--- config.mk ---
export PLATFORM = sky130hd
export DESIGN_NAME = sdram_pre_act_guard
export DESIGN_NICKNAME = d
export VERILOG_FILES = /design/src/rtl/sdram_guard_pkg.sv /design/src/rtl/guard_cfg_reg.sv /design/src/rtl/guard_evt_sel.sv /design/src/rtl/guard_wait_cnt.sv /design/src/rtl/sdram_pre_act_guard.sv
export SDC_FILE = /design/constraint.sdc
export NUM_CORES = 1
export LEC_CHECK = 0
export BUFFER_PORTS_ARGS = -buffer_cell sky130_fd_sc_hd__clkbuf_2
export CORE_MARGIN = 3
export CORE_UTILIZATION = 47
export CTS_CLUSTER_SIZE = 20
export DETAILED_ROUTE_END_ITERATION = 8
export GPL_TIMING_DRIVEN = 0
export PLACE_DENSITY = 0.84
export SLEW_MARGIN = 20
export SYNTH_ARGS = -nofsm -noshare
export SYNTH_HDL_FRONTEND = slang
export SYNTH_SLANG_ARGS = --single-unit
export TNS_END_PERCENT = 50
--- constraint.sdc ---
create_clock -name clk -period 2.3 [get_ports clk]
set_clock_uncertainty 0.2 [all_clocks]
set_input_delay 0.115 -clock clk [delete_from_list [all_inputs] [get_ports clk]]
set_output_delay 0.115 -clock clk [all_outputs]
set_load 0.02 [all_outputs]
--- src/rtl/sdram_guard_pkg.sv ---
package sdram_guard_pkg;

  typedef enum logic [1:0] {
    EV_NONE  = 2'd0,
    EV_NORM  = 2'd1,
    EV_SHORT = 2'd2,
    EV_SREX  = 2'd3
  } pre_ev_e;

  // Wait length in cycles for a given event and precharge code.
  function automatic int unsigned wait_len(input pre_ev_e ev, input int unsigned code);
    case (ev)
      EV_NORM:  return code + 1;
      EV_SHORT: return code;
      EV_SREX:  return 3 * code + 2;
      default:  return 0;
    endcase
  endfunction

  function automatic int unsigned max_wait(input int unsigned code_w);
    return 3 * ((1 << code_w) - 1) + 2;
  endfunction

endpackage

--- src/rtl/guard_cfg_reg.sv ---
module guard_cfg_reg #(
  parameter int REG_W = 16
) (
  input  logic             clk,
  input  logic             por_n,
  input  logic             wr_en,
  input  logic [REG_W-1:0] wr_data,
  output logic [REG_W-1:0] q
);
  // Only power-on reset clears the word; bit 0 is never stored.
  always_ff @(posedge clk or negedge por_n) begin
    if (!por_n)     q <= '0;
    else if (wr_en) q <= {wr_data[REG_W-1:1], 1'b0};
  end
endmodule

--- src/rtl/guard_evt_sel.sv ---
module guard_evt_sel
  import sdram_guard_pkg::*;
#(
  parameter int CODE_W = 2,
  parameter int CNT_W  = 4
) (
  input  logic              ev_pre,
  input  logic              ev_pall_ref,
  input  logic              ev_pre_bact,
  input  logic              ev_srex,
  input  logic [CODE_W-1:0] code,
  output pre_ev_e           evt,
  output logic              load,
  output logic [CNT_W-1:0]  load_val
);
  always_comb begin
    if (ev_srex)                         evt = EV_SREX;
    else if (ev_pall_ref || ev_pre_bact) evt = EV_SHORT;
    else if (ev_pre)                     evt = EV_NORM;
    else                                 evt = EV_NONE;
  end

  assign load     = (evt != EV_NONE);
  assign load_val = CNT_W'(wait_len(evt, 32'(code)));
endmodule

--- src/rtl/guard_wait_cnt.sv ---
module guard_wait_cnt #(
  parameter int CNT_W = 4
) (
  input  logic             clk,
  input  logic             rst_n,
  input  logic             load,
  input  logic [CNT_W-1:0] load_val,
  output logic [CNT_W-1:0] cnt,
  output logic             idle
);
  always_ff @(posedge clk or negedge rst_n) begin
    if (!rst_n)          cnt <= '0;
    else if (load)       cnt <= load_val;
    else if (cnt != '0)  cnt <= cnt - 1'b1;
  end

  assign idle = (cnt == '0);
endmodule

--- src/rtl/sdram_pre_act_guard.sv ---
module sdram_pre_act_guard
  import sdram_guard_pkg::*;
#(
  parameter int REG_W  = 16,
  parameter int CODE_W = 2
) (
  input  logic             clk,
  input  logic             por_n,
  input  logic             mrst_n,
  input  logic             wr_en,
  input  logic [REG_W-1:0] wr_data,
  input  logic             ev_pre,
  input  logic             ev_pall_ref,
  input  logic             ev_pre_bact,
  input  logic             ev_srex,
  output logic             act_ok,
  output logic             cfg_err,
  output logic [REG_W-1:0] ctrl_q,
  output logic [1:0]       trcd_code,
  output logic [1:0]       twr_code,
  output logic [1:0]       tras_code,
  output logic             bank_act_mode,
  output logic [3:0]       amx_code,
  output logic             rfsh_en,
  output logic             rfsh_mode
);
  localparam int MAX_WAIT = int'(max_wait(CODE_W));
  localparam int CNT_W    = $clog2(MAX_WAIT + 1);
  localparam int PC_LSB   = REG_W - CODE_W;

  logic [CODE_W-1:0] pc_code;
  logic              ld;
  logic [CNT_W-1:0]  ld_val;
  logic [CNT_W-1:0]  wait_cnt;
  logic              wait_idle;
  logic              cnt_rst_n;
  pre_ev_e           evt;

  guard_cfg_reg #(.REG_W(REG_W)) u_reg (
    .clk(clk), .por_n(por_n), .wr_en(wr_en), .wr_data(wr_data), .q(ctrl_q)
  );

  assign pc_code = ctrl_q[REG_W-1:PC_LSB];

  guard_evt_sel #(.CODE_W(CODE_W), .CNT_W(CNT_W)) u_sel (
    .ev_pre(ev_pre), .ev_pall_ref(ev_pall_ref), .ev_pre_bact(ev_pre_bact),
    .ev_srex(ev_srex), .code(pc_code), .evt(evt), .load(ld), .load_val(ld_val)
  );

  assign cnt_rst_n = por_n & mrst_n;

  guard_wait_cnt #(.CNT_W(CNT_W)) u_cnt (
    .clk(clk), .rst_n(cnt_rst_n), .load(ld), .load_val(ld_val),
    .cnt(wait_cnt), .idle(wait_idle)
  );

  assign act_ok        = wait_idle;
  assign bank_act_mode = ctrl_q[7];
  assign cfg_err       = bank_act_mode && (pc_code == CODE_W'(1));
  assign trcd_code     = ctrl_q[13:12];
  assign twr_code      = ctrl_q[11:10];
  assign tras_code     = ctrl_q[9:8];
  assign amx_code      = ctrl_q[6:3];
  assign rfsh_en       = ctrl_q[2];
  assign rfsh_mode     = ctrl_q[1];
endmodule

Word-level counts from Yosys, hierarchy flattened
Cells that the tools add are included.
{"block": "word_totals", "wordCells": 23, "input_bits": 24, "output_inout_bits": 31, "register_bits": 19}
{"block": "classes", "n_reduce_logical": 6, "n_mux": 6, "multipliers": 1, "eq_ne": 4, "n_bitwise": 1, "add_sub_neg": 3}
{"op": "$pmux W4 S3", "count": 1}
{"op": "$mux W4", "count": 2}
{"op": "$add A4 B2 Y4 const B", "count": 1}
{"op": "$eq A2 B1 Y1 const B", "count": 2}
{"op": "$eq A2 B2 Y1 const B", "count": 2}
{"op": "$logic_not A4 Y1", "count": 1}
{"op": "$mul A2 B2 Y4 const A", "count": 1}
{"op": "$mux W2", "count": 2}
{"op": "$reduce_bool A2 Y1", "count": 2}
{"op": "$reduce_bool A4 Y1", "count": 1}
{"op": "$sub A4 B1 Y4 const B", "count": 1}
{"op": "$add A2 B1 Y3 const B", "count": 1}
{"op": "$and A1 B1 Y1", "count": 1}
{"op": "$logic_and A1 B1 Y1", "count": 1}
{"op": "$logic_or A1 B1 Y1", "count": 1}
{"op": "$mux W1", "count": 1}

Depth between registers and ports, before layout
Gate-level depths: netlist of the first run.
{"block": "logic_depth", "word_depth": 6, "ltp_mapped": 6, "ltp_nobuf": 6}

By module
A second synthesis of the first run with hierarchy kept.
{"block": "unflattened", "cells_unflattened": 88, "hier_area_um2": 1103.6}
{"mod": "guard_cfg_reg", "seq_area_each_um2": 375.4, "area_per_inst_um2": 624.3, "cells_each": 34, "n_inst": 1}
{"mod": "guard_wait_cnt", "seq_area_each_um2": 100.1, "area_per_inst_um2": 234.0, "cells_each": 22, "n_inst": 1}
{"mod": "guard_evt_sel", "seq_area_each_um2": 0.0, "area_per_inst_um2": 132.6, "cells_each": 17, "n_inst": 1}
{"mod": "sdram_pre_act_guard", "seq_area_each_um2": 0.0, "area_per_inst_um2": 112.6, "cells_each": 15, "n_inst": 1}

Least setup slack after synthesis of the first run
OpenSTA, ideal clock, no wires.
{"block": "synth_timing", "path_kind": "register to register", "startpoint": "register u_cnt.cnt[0]", "endpoint": "register u_cnt.cnt[0]", "setup_ns": 0.087, "required_time_ns": 2.013, "synth_period_minus_slack_ns": 1.569, "path_stages_with_launch": 7, "path_buffers": 0, "arrival_ns": 1.283, "setup_slack_ns": 0.731, "cell_sequence": "dfrtp_1 -> inv_1 -> ha_1 -> nor3b_4 -> xnor2_1 -> nand2_1 -> o211ai_1"}
{"block": "synth_via", "elab_chain_cells": 3, "word_cells_on_any_way": 5, "cone_classes": "add/sub (1); mux (2); reduce/logical (2)"}
{"element": "from (decl)", "line_no": "guard_wait_cnt.sv:8", "source": "output logic [CNT_W-1:0] cnt,"}
{"element": "from (signal assigned)", "line_no": "guard_wait_cnt.sv:13", "source": "else if (load) cnt <= load_val;"}
{"element": "from (signal assigned)", "line_no": "guard_wait_cnt.sv:14", "source": "else if (cnt != '0) cnt <= cnt - 1'b1;"}
{"element": "$sub A4 B1 Y4", "line_no": "guard_wait_cnt.sv:14"}
{"element": "$mux W4", "line_no": "guard_wait_cnt.sv:14"}
{"element": "$mux W4", "line_no": "guard_wait_cnt.sv:13"}
Several ways; a longest one is shown, not always the timed one. The select of a mux whose other input is x is not followed.
A chain may end at the register's enable or synchronous reset.

Final worst setup path of the first run
Ends and elaborated chain as after synthesis.

==> flow_summary.json, run 1 <==
{
  "status": "completed",
  "combPwrFrac_pct": 35.8,
  "whs_path_depth": 2,
  "netSwitchingFraction_pct": 33.1,
  "place_area_um2": 1320,
  "rr_worst_depth": 7,
  "peakVddDrop_mv": 0.503,
  "yosysTopAreaCellShare_pct": 46.1,
  "synth_common_cells": "19 x dfrtp_1, 14 x buf_4, 13 x mux2_2, 6 x nand2_1, 5 x ha_1",
  "setup_tns_ps": 0,
  "first_pass_iters": 4,
  "numCtsBuffers": 3,
  "maxSlewViolCount": 0,
  "grt_pass1_vias": 1010,
  "cpPeakStageDelay_ps": 570,
  "drive_gt1_share_pct": 51.2,
  "layoutNonFillerInstCount": 197,
  "antenna_cells": 0,
  "start_kind": "flip-flop",
  "clockBufferDepth": 2,
  "antenna_found_initial": 0,
  "via_per_inst": 4.59,
  "ctsHoldBuffers": 26,
  "hp-class": "in2reg",
  "synth_ff_type": "dfrtp_1",
  "ys_seq_area_share_pct": 46.1,
  "wire_per_inst_um": 12.7,
  "syn-cell-area_um2": 1030,
  "hold_viol": 0,
  "rsz0062_at_grt": "no",
  "cts_max_level": 1,
  "final_nets": 200,
  "io-pin-count": 55,
  "crit_required_ps": 2340,
  "grtUsageMet2_pct": 36.6,
  "io_buffers": 51,
  "synthCells": 89,
  "worst_skew_pair.late_latency_ps": 300,
  "path_cells": "inv_1 -> ha_1 -> nor3b_4 -> xnor2_1 -> nand2_1 -> o211ai_1 -> dlygate4sd3_1",
  "pwr-share-seq_pct": 45.0,
  "async_reset_ff_share_pct": 100,
  "synthTopCellsByArea": "dfrtp_1 46%, mux2_2 14%, buf_4 10%",
  "crit_fanout": 5,
  "core_area_um2": 2020,
  "r2r_slack_ps": 210,
  "cts_root_buffer": "clkbuf_4",
  "place_congestion": 0.792,
  "placed_cells": 167,
  "dpl.hpwl_mm": 1.70,
  "ys_ff_latch": 19,
  "timing.rr.end": "u_cnt.cnt[0]",
  "synthMuxAreaShare_pct": 14.2,
  "busiest_layer": "met2",
  "stdcell_area_um2": 1610,
  "cts_resized": 0,
  "reg2reg_from": "u_cnt.cnt[0]",
  "power_density_nw_per_um2": 552,
  "clock-sinks": 19,
  "routed_wl_mm": 2.51,
  "worst_hold_path.endpoint": "u_reg.q[5]",
  "track_usage_pct": 21.9,
  "critPathKind": "reg2reg",
  "finalCriticalPeriod_ps": 2090,
  "synth_xor_area_share_pct": 1.70,
  "power_switching_uw": 294,
  "num-fill-cells": 130,
  "die-area_um2": 2790,
  "synth_compound_area_share_pct": 4.85,
  "yosysWarnings": 0,
  "cp.arrival_ps": 2140,
  "slowest_stage": "dlygate4sd3_1",
  "synthesis.nets": 118,
  "pwr-share-clk_pct": 19.3,
  "met1_usage_pct": 25.4,
  "max_freq_mhz": 478,
  "worstSetupEndpointType": "flip-flop",
  "min-delay-start": "wr_en",
  "post-cts-setup-buffers": 0,
  "setup-violations-final": 0,
  "die_y_um": 52.9,
  "cts_tree": "built",
  "syn2layout_area_growth_pct": 55.8,
  "grt_max_degree": 17,
  "yosys.area_share.simple_pct": 14.2,
  "start_util_pct": 51.1,
  "vias": 905,
  "drc": 0,
  "synth.avg_cell_area_um2": 11.6,
  "ys_types": 27,
  "cap_violations": 0,
  "synthAdderAreaFrac_pct": 6.06,
  "p_leak_nw": 0.821,
  "synth_top_family_by_area": "multiplexers",
  "synth_edf_count": 0,
  "holdWs_ps": 9.90,
  "met3_usage_pct": 5.92,
  "die_x_um": 52.9,
  "p_int_uw": 594,
  "num_rows": 16,
  "drt_iter0_drc": 4,
  "antenna_left": 0,
  "synthMostInstantiatedCell": "dfrtp_1",
  "grt_first_pass_wirelength_mm": 4.36,
  "synth_area_leader_cell": "dfrtp_1",
  "period_share_pct": 91.0,
  "clkTransAtPathRegs_ps": 100,
  "grt-ovfl-total": 0
}
[flip-flops by register name (all words and copies together) (netlist names)]
signal     count
u_reg.q       15
u_cnt.cnt      4
[how the worst max path moves through the flow]
stage	from	end	slack, ps	cells past startpoint
6_report	u_cnt.cnt[0]	u_cnt.cnt[0]	210	7
5_1_grt	u_cnt.cnt[0]	u_cnt.cnt[0]	40	7
4_1_cts	u_cnt.cnt[0]	u_cnt.cnt[0]	200	7
3_5_place_dp	u_cnt.cnt[0]	u_cnt.cnt[0]	760	6
3_3_place_gp	u_cnt.cnt[0]	u_cnt.cnt[0]	810	6
2_1_floorplan	u_cnt.cnt[0]	u_cnt.cnt[0]	730	6
[final cells by class]
class	instances	area, µm²	area share, %
well taps	27	33.8	2.10
inverters	4	15.0	0.934
multi-input cells	50	427	26.5
flip-flops and latches	19	475	29.6
repair buffers	77	515	32.1
plain buffers	16	115	7.16
clock buffers	4	26.3	1.63
[power groups by stage]
stage	Clock (mW)	Combinational [mW]	Sequential (mW)
6_report	0.171	0.317	0.399
5_1_grt	0.195	0.345	0.404
4_1_cts	0.176	0.317	0.399
3_5_place_dp	0	0.278	0.406
3_3_place_gp	0	0.272	0.402
2_1_floorplan	0	0.152	0.433
[cells by family (layout without fill, tap and decap cells)]
family / after synthesis / in the layout
adders and majority gates: 5 / 5
muxes: 13 / 13
xor gates and xnor gates: 2 / 2
and+or+nand+nor: 21 / 21
other: 1 / 1
DFF: 19 / 19
buffers and inverters: 20 / 101
AOI/OAI and AO/OA: 8 / 8
[placed cells by master (no fill, tap or decap), types with 2 or more instances in the layout]
cell type      Yosys  routed
inv_1              4       4
clkbuf_4           0       3
buf_4             14      14
nand3b_1           3       3
o21ai_0            3       3
mux2_2            13      13
dfrtp_1           19      19
nand2_1            6       6
nand3_1            2       2
and2_1             2       2
clkbuf_2           0      51
buf_2              2       2
dlygate4sd3_1      0      26
ha_1               5       5
[routing by layer]
layer | vias to the layer above | share of wire (%)
li1 | 451 | -
met1 | 404 | 41
met2 | 43 | 50
met3 | 7 | 7.1
met4 | 0 | 2.5
met5 | - | 0
[worst max-delay path, delay by kind of cell, from the launching register on]
| family | cells | cell delay (ps) |
|---|---|---|
| buffers and inverters | 2 | 640 |
| flip-flops | 1 | 420 |
| AND/OR/NAND/NOR | 2 | 360 |
| adder cells (fa/ha/maj) | 1 | 170 |
| XOR/XNOR | 1 | 160 |
| AO/OA/AOI/OAI | 1 | 90 |
[per-stage QoR]
stage | power, mW | utilization (%) | setup WS, ps
6_report | 0.887 | 79.5 | 207
2_1_floorplan | 0.585 | - | 731
3_5_place_dp | 0.684 | 65.3 | 760
3_3_place_gp | 0.674 | 65.3 | 807
5_1_grt | 0.944 | 79.5 | 42.6
4_1_cts | 0.892 | 79.5 | 197
No activity file was read; power rests on OpenSTA's default activity.
==> inputs of run 2 (changes only) <==
Settings changed: CORE_UTILIZATION 47 to 44, PLACE_DENSITY 0.84 to 0.8.
Clock period 2.3 ns to 2.15 ns, I/O delays scaled along.
==> flow_summary.json, run 2 (same netlist as run 1, synthesis figures left out) <==
{
  "most-common-layout-cells": "51 x clkbuf_2, 31 x dlygate4sd3_1, 19 x dfrtp_1",
  "grt_max_degree": 17,
  "worst_skew_pair.late_latency_ps": 300,
  "status": "completed",
  "antenna_found_initial": 0,
  "maxSlewViolCount": 0,
  "max_freq_mhz": 493,
  "period_share_pct": 94.4,
  "rsz0062_at_grt": "no",
  "num-fill-cells": 136,
  "cp.arrival_ps": 2030,
  "power_density_nw_per_um2": 585,
  "clock-sinks": 19,
  "die-area_um2": 2960,
  "stdcell_area_um2": 1660,
  "die_x_um": 54.4,
  "io-pin-count": 55,
  "grt_pass1_vias": 1001,
  "critPathKind": "reg2reg",
  "hold_viol": 0,
  "worstSetupEndpointType": "flip-flop",
  "setup-violations-final": 0,
  "cts_max_level": 1,
  "io_buffers": 51,
  "grt-ovfl-total": 0,
  "place_area_um2": 1320,
  "start_util_pct": 49.6,
  "dpl.hpwl_mm": 1.71,
  "die_y_um": 54.4,
  "layoutNonFillerInstCount": 202,
  "place_congestion": 0.765,
  "clockBufferDepth": 2,
  "via_per_inst": 4.70,
  "finalCriticalPeriod_ps": 2030,
  "first_pass_iters": 4,
  "vias": 950,
  "utilization_pct": 79.8,
  "final.setup.worst_slack_ps": 120,
  "setup_tns_ps": 0,
  "track_usage_pct": 21.2,
  "placed_cells": 167,
  "largest_register": "u_reg.q",
  "cap_violations": 0,
  "antenna_left": 0,
  "routed_wl_mm": 2.58,
  "drt_iter0_drc": 13,
  "peakVddDrop_mv": 0.515,
  "cts_tree": "built",
  "pre_cts_ws_ps": 625,
  "largest_register_ffs": 15,
  "num_rows": 16,
  "hp-class": "in2async",
  "reg_top3": "u_reg.q (15), u_cnt.cnt (4)",
  "grt_first_pass_wirelength_mm": 4.44,
  "crit_required_ps": 2150,
  "cts_root_buffer": "clkbuf_4",
  "start_kind": "flip-flop",
  "p_leak_nw": 0.841,
  "clkTransAtPathRegs_ps": 120,
  "final_nets": 205,
  "numCtsBuffers": 3,
  "antenna_cells": 0,
  "drc": 0,
  "cts_resized": 0,
  "crit_fanout": 5,
  "final_common_cell": "clkbuf_2",
  "syn2layout_area_growth_pct": 61.0,
  "wire_per_inst_um": 12.8,
  "drive_gt1_share_pct": 50.3,
  "core_area_um2": 2080
}
run 2: cell count changes in the layout (fill, tap and decap cells not counted), sizes merged:
cell         previous run  this run
dlygate4sd3            26        31
clkbuf                 55        54
clkinvlp                0         1
run 2: metrics by stage:
step / hold WS, ps / total power [mW]
floorplan: -388 / 0.626
global placement: -163 / 0.722
detailed placement: -155 / 0.730
CTS: 41.8 / 0.974
global route: 72.2 / 1.03
finish: 50.5 / 0.973
run 2: area by class of cell:
| class | instances | area (µm²) | share of cell area, % |
|---|---|---|---|
| buffer | 16 | 115 | 6.93 |
| clock buffer | 3 | 22.5 | 1.36 |
| clock inverter | 1 | 7.51 | 0.452 |
| inverter | 4 | 15.0 | 0.904 |
| multi-input combinational | 50 | 427 | 25.7 |
| sequential | 19 | 475 | 28.6 |
| tap | 27 | 33.8 | 2.03 |
| timing repair buffer | 82 | 566 | 34.0 |
run 2: metal layers:
metal	wire [µm]	up-vias	global-route usage [%]
met3	146	4	4.63
met5	0	-	0
li1	-	457	-
met1	1000	461	23.4
met4	35	0	8.71
met2	1400	28	38.8
run 2: worst paths after layout:
kind	startpoint	end	slack, ps	cells after the start
setup / recovery	u_cnt.cnt[0]	u_cnt.cnt[3]	120	6
hold / removal	por_n	u_reg.q[13]	50	2
setup reg to reg	u_cnt.cnt[0]	u_cnt.cnt[3]	120	6
hold reg to reg	u_cnt.cnt[1]	u_cnt.cnt[1]	340	2
max in group asynchronous	por_n	u_cnt.cnt[3]	630	4
min in group clk	wr_en	u_reg.q[15]	140	4
run 2: critical path, stage by stage (launching register included):
cell	delay (ps)
dfrtp_1	430
inv_1	70
ha_1	170
nor3b_4	300
nand3b_1	150
o21ai_1	60
dlygate4sd3_1	550
run 2: where the power goes:
group / switching [mW] / total, mW / leakage, nW / internal [mW]
clock: 0.125 / 0.196 / 0.0139 / 0.0708
sequential: 0.0335 / 0.427 / 0.228 / 0.394
combinational: 0.170 / 0.349 / 0.599 / 0.179
total: 0.329 / 0.973 / 0.841 / 0.643
run 2: repair_timing:
item                      in CTS  in global routing
buffers inserted               0                  0
hold endpoints to repair      37                  0
hold buffers                  31                  0
